`src/rtl/fwd_pkg.sv`:
```
package fwd_pkg;
  parameter int NUM_SRC    = 4;
  parameter int REG_AW     = 5;
  parameter int DATA_W     = 32;
  parameter int CLS_W      = 3;
  parameter int LOAD_FIRST = 2;  // 0-based index of first stage where load data is ready
  localparam int SEL_W     = $clog2(NUM_SRC + 1);

  typedef enum logic [CLS_W-1:0] {
    CLS_RR     = 3'd0,
    CLS_IMM    = 3'd1,
    CLS_LOAD   = 3'd2,
    CLS_STORE  = 3'd3,
    CLS_BRANCH = 3'd4
  } cls_e;

  function automatic logic writes_reg(input logic [CLS_W-1:0] c);
    return (c == CLS_RR) || (c == CLS_IMM) || (c == CLS_LOAD);
  endfunction
endpackage

```
`src/rtl/fwd_cmp.sv`:
```
module fwd_cmp
  import fwd_pkg::*;
(
  input  logic [NUM_SRC-1:0]             valid_i,
  input  logic [NUM_SRC-1:0][REG_AW-1:0] dest_i,
  input  logic [NUM_SRC-1:0][CLS_W-1:0]  cls_i,
  input  logic [REG_AW-1:0]              rs_i,
  output logic [NUM_SRC-1:0]             hit_o,
  output logic [NUM_SRC-1:0]             early_o
);
  for (genvar i = 0; i < NUM_SRC; i++) begin : g_src
    logic hit;
    assign hit        = valid_i[i] && (dest_i[i] != '0) && (dest_i[i] == rs_i)
                        && writes_reg(cls_i[i]);
    assign hit_o[i]   = hit;
    if (i < LOAD_FIRST) begin : g_early
      assign early_o[i] = hit && (cls_i[i] == CLS_LOAD);
    end else begin : g_late
      assign early_o[i] = 1'b0;
    end
  end
endmodule

```
`src/rtl/fwd_prio.sv`:
```
module fwd_prio
  import fwd_pkg::*;
(
  input  logic                 en_i,
  input  logic [NUM_SRC-1:0]   hit_i,
  input  logic [NUM_SRC-1:0]   early_i,
  output logic [SEL_W-1:0]     sel_o,
  output logic                 hazard_o
);
  // scan oldest to youngest; last write wins, so the youngest hit decides
  always_comb begin
    sel_o    = '0;
    hazard_o = 1'b0;
    if (en_i) begin
      for (int i = NUM_SRC - 1; i >= 0; i--) begin
        if (hit_i[i]) begin
          hazard_o = early_i[i];
          sel_o    = early_i[i] ? '0 : SEL_W'(i + 1);
        end
      end
    end
  end

  always_comb begin
    p_haz_no_sel_r4: assert (!hazard_o || sel_o == '0)
      else $error("hazard with nonzero select");
    p_disabled_r8: assert (en_i || (sel_o == '0 && !hazard_o))
      else $error("disabled operand forwarded");
  end
endmodule

```
`src/rtl/fwd_mux.sv`:
```
module fwd_mux
  import fwd_pkg::*;
(
  input  logic [SEL_W-1:0]               sel_i,
  input  logic [NUM_SRC-1:0][DATA_W-1:0] data_i,
  input  logic [DATA_W-1:0]              rf_i,
  output logic [DATA_W-1:0]              val_o
);
  always_comb begin
    val_o = rf_i;
    for (int i = 0; i < NUM_SRC; i++)
      if (sel_i == SEL_W'(i + 1)) val_o = data_i[i];
  end
endmodule

```
`src/rtl/fwd_unit.sv`:
```
module fwd_unit
  import fwd_pkg::*;
(
  input  logic [NUM_SRC-1:0]             stg_valid_i,
  input  logic [NUM_SRC-1:0][REG_AW-1:0] stg_dest_i,
  input  logic [NUM_SRC-1:0][DATA_W-1:0] stg_data_i,
  input  logic [NUM_SRC-1:0][CLS_W-1:0]  stg_class_i,
  input  logic [CLS_W-1:0]               use_class_i,
  input  logic [REG_AW-1:0]              rs_a_i,
  input  logic [REG_AW-1:0]              rs_b_i,
  input  logic [DATA_W-1:0]              rf_a_i,
  input  logic [DATA_W-1:0]              rf_b_i,
  output logic [SEL_W-1:0]               sel_a_o,
  output logic [SEL_W-1:0]               sel_b_o,
  output logic [DATA_W-1:0]              opnd_a_o,
  output logic [DATA_W-1:0]              opnd_b_o,
  output logic                           hazard_a_o,
  output logic                           hazard_b_o
);
  localparam int NUM_OP = 2;

  logic [NUM_OP-1:0][REG_AW-1:0] rs;
  logic [NUM_OP-1:0][DATA_W-1:0] rf;
  logic [NUM_OP-1:0][SEL_W-1:0]  sel;
  logic [NUM_OP-1:0][DATA_W-1:0] val;
  logic [NUM_OP-1:0]             haz;
  logic [NUM_OP-1:0]             en;

  assign rs = {rs_b_i, rs_a_i};
  assign rf = {rf_b_i, rf_a_i};
  assign en = {(use_class_i == CLS_RR), 1'b1};  // bottom input only for reg-reg

  for (genvar k = 0; k < NUM_OP; k++) begin : g_op
    logic [NUM_SRC-1:0] hit, early;

    fwd_cmp u_cmp (
      .valid_i (stg_valid_i),
      .dest_i  (stg_dest_i),
      .cls_i   (stg_class_i),
      .rs_i    (rs[k]),
      .hit_o   (hit),
      .early_o (early)
    );

    fwd_prio u_prio (
      .en_i     (en[k]),
      .hit_i    (hit),
      .early_i  (early),
      .sel_o    (sel[k]),
      .hazard_o (haz[k])
    );

    fwd_mux u_mux (
      .sel_i  (sel[k]),
      .data_i (stg_data_i),
      .rf_i   (rf[k]),
      .val_o  (val[k])
    );

    always_comb begin
      for (int i = 0; i < NUM_SRC; i++) begin
        if (sel[k] == SEL_W'(i + 1)) begin
          p_src_qual_r6: assert (stg_valid_i[i] && stg_dest_i[i] != '0 && stg_dest_i[i] == rs[k])
            else $error("forwarded from unqualified stage");
          p_src_writes_r5: assert (writes_reg(stg_class_i[i]))
            else $error("forwarded from non-writing producer");
          p_load_late_r3: assert (stg_class_i[i] != CLS_LOAD || i >= LOAD_FIRST)
            else $error("load forwarded too early");
          p_value_r2: assert (val[k] == stg_data_i[i])
            else $error("value does not follow select");
          for (int j = 0; j < i; j++) begin
            p_youngest_r7: assert (!(stg_valid_i[j] && stg_dest_i[j] == rs[k]
                                    && writes_reg(stg_class_i[j])))
              else $error("younger match skipped");
          end
        end
      end
    end
  end

  assign sel_a_o    = sel[0];
  assign sel_b_o    = sel[1];
  assign opnd_a_o   = val[0];
  assign opnd_b_o   = val[1];
  assign hazard_a_o = haz[0];
  assign hazard_b_o = haz[1];
endmodule

```
`config.mk`:
```
export PLATFORM = sky130hd
export DESIGN_NAME = fwd_unit
export DESIGN_NICKNAME = d
export VERILOG_FILES = /design/src/rtl/fwd_pkg.sv /design/src/rtl/fwd_cmp.sv /design/src/rtl/fwd_prio.sv /design/src/rtl/fwd_mux.sv /design/src/rtl/fwd_unit.sv
export SDC_FILE = /design/constraint.sdc
export NUM_CORES = 1
export LEC_CHECK = 0
export ABC_AREA = 0
export BUFFER_PORTS_ARGS = -buffer_cell sky130_fd_sc_hd__buf_2
export CORE_AREA = 3 3 120 122
export DETAILED_ROUTE_END_ITERATION = 10
export DIE_AREA = 0 0 123 125
export PLACE_DENSITY_LB_ADDON = 0.2
export SYNTH_ARGS = -nofsm -noshare
export SYNTH_HDL_FRONTEND = slang
export SYNTH_SLANG_ARGS = --single-unit
```
`constraint.sdc`:
```
create_clock -name vclk -period 5.3
set_input_delay 0 -clock vclk [all_inputs]
set_output_delay 0 -clock vclk [all_outputs]
set_load 0.005 [all_outputs]
```
==> reports/results.ini, run 1 <==
[final_layout]
final_cell_mix=buf_2 (313), mux2i_1 (96), nor2_1 (75)
seq_cells=0
fin_area_um2=5620
layout_commonest_cell=buf_2
fin_cells=1035
nets=1100
clkbuf_count=0
seq_area_um2=0
area_growth_syn_to_layout_pct=40.6
nFillCells=1435
drive_gt1_frac=0.398

[setup_path]
critical_path_cell_count=8
cp.required_ns=5.30
arrival_ns=3.14
cpMaxStageDelayCell=mux2i_4
crit_path_end_kind=primary output
cp_max_fo=32
cp-start-kind=input pin
slowest_delay_ns=1.04
timing.critical_path.mode_cell=buf_2
path_cells=buf_2 -> or4_4 -> nor2_1 -> or3_1 -> mux2i_4 -> o221ai_1 -> a31oi_1 -> buf_2
crit_path_start=stg_dest_i[0]
critical_path_buf_inv_count=2
path_delay_family=simple AND/OR/NAND/NOR gates
worstSetupEndpoint=opnd_a_o[24]
crit_type=in -> out

[pwr]
power_switching_share=0.487
p_switching_w=0.000142
intPower_w=0.000149
clockPowerShare=0
vdd.ir_drop.worst_mv=0.0358
p_seq_frac=0
leakage_nw=2.93
power.density_nw_per_um2=51.8
p_comb_frac=1.000

[min_path]
hold_class=in -> out
holdCritStartpoint=stg_data_i[119]

[floorplan]
io_pins=313
die_h_um=125
die_area_um2=15400
die-width_um=123
start_util=0.301
core_um2=13300
rows=42

[drt]
vias_per_cell=5.47
postRouteAntennaNets=0
wire_per_inst_um=18.4
drt_pre_antenna_iters=5
via_count=5661
first_iter_violations=389
routed_wl_um=19100
drc_errors=0

[global_routing]
first_global_vias=5648
grt-ovfl-total=0
grt_pass1_wl_um=29000
grt_usage=0.229
grt_max_degree=68
grt_antenna_before_repair=2

[timing]
tightest_slew_ns=1.15
finalHoldViolations=0
max_slew_margin=0.217
max_freq_mhz=318
period_share=0.593
maxSlewViolCount=0
setup_violations=0
rsz0062_at_grt=false
min_period_ns=3.14
fin_ws_ns=2.16
fin_setup_tns_ns=0

[synth]
synth_area_um2=4000
syn_nets=838
synth_area_per_cell_um2=6.70
yosysWarnings=0
syn_inst=597
yosysSeqAreaShare=0
synth_area_leaders=mux2i_1 (24%), nor2_1 (7.0%), a22o_1 (7.0%), o221ai_1 (7.0%), nand2_1 (6.7%)
synth.distinct_cells=44
yosys.area.top_type=mux2i_1
yosysTopAreaCellShare=0.240

[place]
dp_worst_setup_slack_ns=2.10
numPortBuffers=313
gp_congestion=0.848
post-dp-hpwl_um=14500
dpl_cell_area_um2=5610
placed_cells=1033

[status]
status=completed

[clocking]
ctsResizeCount=0
ctsHoldBuffers=0
postCtsSetupRepairBufs=0

[job]
maxCapViolCount=0

[power groups by stage]
stage	sequential [W]	clock [W]	combinational, W
3_3_place_gp	0	0	0.000291
5_1_grt	0	0.0000000000505	0.000321
6_report	0	0.0000000000506	0.000291
3_5_place_dp	0	0	0.000291
2_1_floorplan	0	0	0.000124
4_1_cts	0	0	0.000292
[cells in the mapped netlist, drive strengths merged (8+ instances only)]
cell	count
mux2i	97
nor2	76
nand2	71
or3	36
clkbuf	35
o211ai	33
o21ai	33
a22o	32
a31oi	32
o221ai	32
buf	31
xor2	23
xnor2	17
nor3	8
[cell families (layout without fill, tap and decap cells)]
family                 Yosys count  in the layout  synth area share
AND/OR/NAND/NOR                217            217             0.264
AO/OA/AOI/OAI                  174            174             0.321
multiplexers                    97             97             0.244
buffers and inverters           69            329            0.0833
XOR/XNOR                        40             40            0.0876
other                            0              2                 0
[routing by layer]
layer / global-route usage / up-vias / wire (um)
met5: 0 / - / 0
met4: 0.0339 / 0 / 167
met3: 0.0253 / 13 / 1340
met2: 0.420 / 243 / 9420
met1: 0.290 / 2615 / 8130
li1: - / 2790 / -
[tightest hold or removal path: stages]
cell and delay, ns:
buf_2 0.09, a22o_1 0.11, buf_2 0.10
[cell type report]
class | count | area, um2 | area share
multi-input cells | 528 | 3720 | 0.662
repair buffers | 326 | 1660 | 0.296
well taps | 176 | 220 | 0.0392
inverters | 3 | 11.3 | 0.00200
diodes | 2 | 5.00 | 0.000891
[worst min path at each step]
stage / endpoint / slack, ns / cells past startpoint
after floorplan: opnd_b_o[30] / 0.12 / 1
final: opnd_b_o[23] / 0.30 / 3
after global placement: opnd_b_o[30] / 0.30 / 3
after CTS: opnd_b_o[23] / 0.30 / 3
after global routing: opnd_b_o[0] / 0.32 / 3
after detailed placement: opnd_b_o[23] / 0.30 / 3
[metrics by stage]
stage / util / hold slack (ns) / power [W]
2_1_floorplan: - / 0.116 / 0.000124
3_3_place_gp: 0.422 / 0.301 / 0.000291
3_5_place_dp: 0.422 / 0.304 / 0.000291
4_1_cts: 0.422 / 0.304 / 0.000292
5_1_grt: 0.423 / 0.317 / 0.000321
6_report: 0.423 / 0.301 / 0.000291
Power figures use the tool's default switching activity.
==> run 2: changes to the inputs <==
--- a/config.mk
+++ b/config.mk
@@ -7,9 +7,9 @@
 export LEC_CHECK = 0
 export ABC_AREA = 0
 export BUFFER_PORTS_ARGS = -buffer_cell sky130_fd_sc_hd__buf_2
-export CORE_AREA = 3 3 120 122
+export CORE_AREA = 3 3 121 123
 export DETAILED_ROUTE_END_ITERATION = 10
-export DIE_AREA = 0 0 123 125
+export DIE_AREA = 0 0 124 126
 export PLACE_DENSITY_LB_ADDON = 0.2
 export SYNTH_ARGS = -nofsm -noshare
 export SYNTH_HDL_FRONTEND = slang
==> constraint.sdc (replaced) <==
create_clock -name vclk -period 3.09
set_input_delay 0 -clock vclk [all_inputs]
set_output_delay 0 -clock vclk [all_outputs]
set_load 0.005 [all_outputs]
==> run 2 against run 1 <==
  * Routed wire length grew 1.7%
  * Global-route usage rose by 0.15 points
  * Count of clock-buffer cells in the layout did not move
  * First-iteration DRC count down 18%
==> reports/results.ini, run 2 (same netlist as run 1, synthesis figures left out) <==
[setup_path]
crit_type=in -> out
cp-start-kind=input pin
crit_path_end_kind=primary output
cp.required_ns=3.09
cp_max_fo=40
crit_path_start=stg_class_i[5]
arrival_ns=2.47

[clocking]
postCtsSetupRepairBufs=0
ctsHoldBuffers=0
ctsResizeCount=0

[global_routing]
grt_usage=0.230
grt_antenna_before_repair=0
first_global_vias=5526
grt_pass1_wl_um=29300
grt-ovfl-total=0
grt_max_degree=41

[timing]
max_freq_mhz=406
setup_violations=0
max_slew_margin=0.368
fin_setup_tns_ns=0
holdWs_ns=0.304
maxSlewViolCount=0
period_share=0.798
rsz0062_at_grt=false
min_period_ns=2.47
tightest_slew_ns=0.944
finalHoldViolations=0

[final_layout]
nFillCells=1562
final_cell_mix=buf_2 (313), mux2i_1 (96), nor2_1 (75)
clkbuf_count=0
fin_area_um2=5740
antennaDiodeCount=0
area_growth_syn_to_layout_pct=43.5
drive_gt1_frac=0.406
seq_area_um2=0
layout_commonest_cell=buf_2
nets=1114
seq_cells=0

[floorplan]
io_pins=313
die_h_um=126
rows=43
start_util=0.290
core_um2=13800
die-width_um=124
die_area_um2=15600

[job]
maxCapViolCount=0

[drt]
drc_errors=0
first_iter_violations=320
postRouteAntennaNets=0
wire_per_inst_um=18.4
vias_per_cell=5.41
drt_pre_antenna_iters=5
routed_wl_um=19400
via_count=5682

[pwr]
vdd.ir_drop.worst_mv=0.0546
p_total_w=0.000505
leakage_nw=3.00
power.density_nw_per_um2=88.0

[place]
gp_congestion=0.815
numPortBuffers=313
dpl_cell_area_um2=5740
post-dp-hpwl_um=15000

[status]
status=completed

[min_path]
worstHoldEndpoint=opnd_b_o[8]
whs_path_depth=3
holdCritStartpoint=stg_data_i[104]
hold_class=in -> out

run 2: cell types whose count changed in the layout (fill, tap and decap cells not counted), sizes merged:
cell   before  now
buf       326  340
diode       2    0
run 2: how the worst max path moves through the flow:
stage / endpoint / slack [ns] / depth (start not counted)
2_1_floorplan: opnd_a_o[30] / 1.34 / 8
6_report: opnd_b_o[18] / 0.62 / 9
3_5_place_dp: opnd_b_o[18] / 0.65 / 9
3_3_place_gp: opnd_b_o[18] / 0.69 / 9
4_1_cts: opnd_b_o[18] / 0.64 / 9
5_1_grt: opnd_b_o[18] / 0.38 / 9
run 2: area by class of cell:
type / count / area [um2] / share of cell area
multi-input cells: 528 / 3720 / 0.648
repair buffers: 340 / 1780 / 0.311
inverters: 3 / 11.3 / 0.00196
well taps: 180 / 225 / 0.0393
run 2: critical path, stage by stage:
cell and delay, ns:
buf_2 0.10, nand2b_1 0.17, a211o_1 0.33, nor3_4 0.78, buf_4 0.49, o21ai_0 0.16
o211ai_1 0.14, a22o_1 0.15, buf_2 0.11
run 2: metrics by stage:
step	instances	utilization	setup WS, ns
5_1_grt	1051	0.416	0.384
3_3_place_gp	1051	0.416	0.690
2_1_floorplan	597	-	1.34
4_1_cts	1051	0.416	0.638
3_5_place_dp	1051	0.416	0.651
6_report	1051	0.416	0.624
run 2: power breakdown:
part | switching, W | internal (W)
Clock | 0 | 0
Sequential | 0 | 0
Combinational | 0.000245 | 0.000260
Total | 0.000245 | 0.000260
run 2: per-layer routing:
metal	wire length (um)	part of all wire	GRT usage
met5	0	0	0
met3	1470	0.076	0.0193
met1	8160	0.42	0.298
met2	9550	0.49	0.425
met4	204	0.011	0.0232
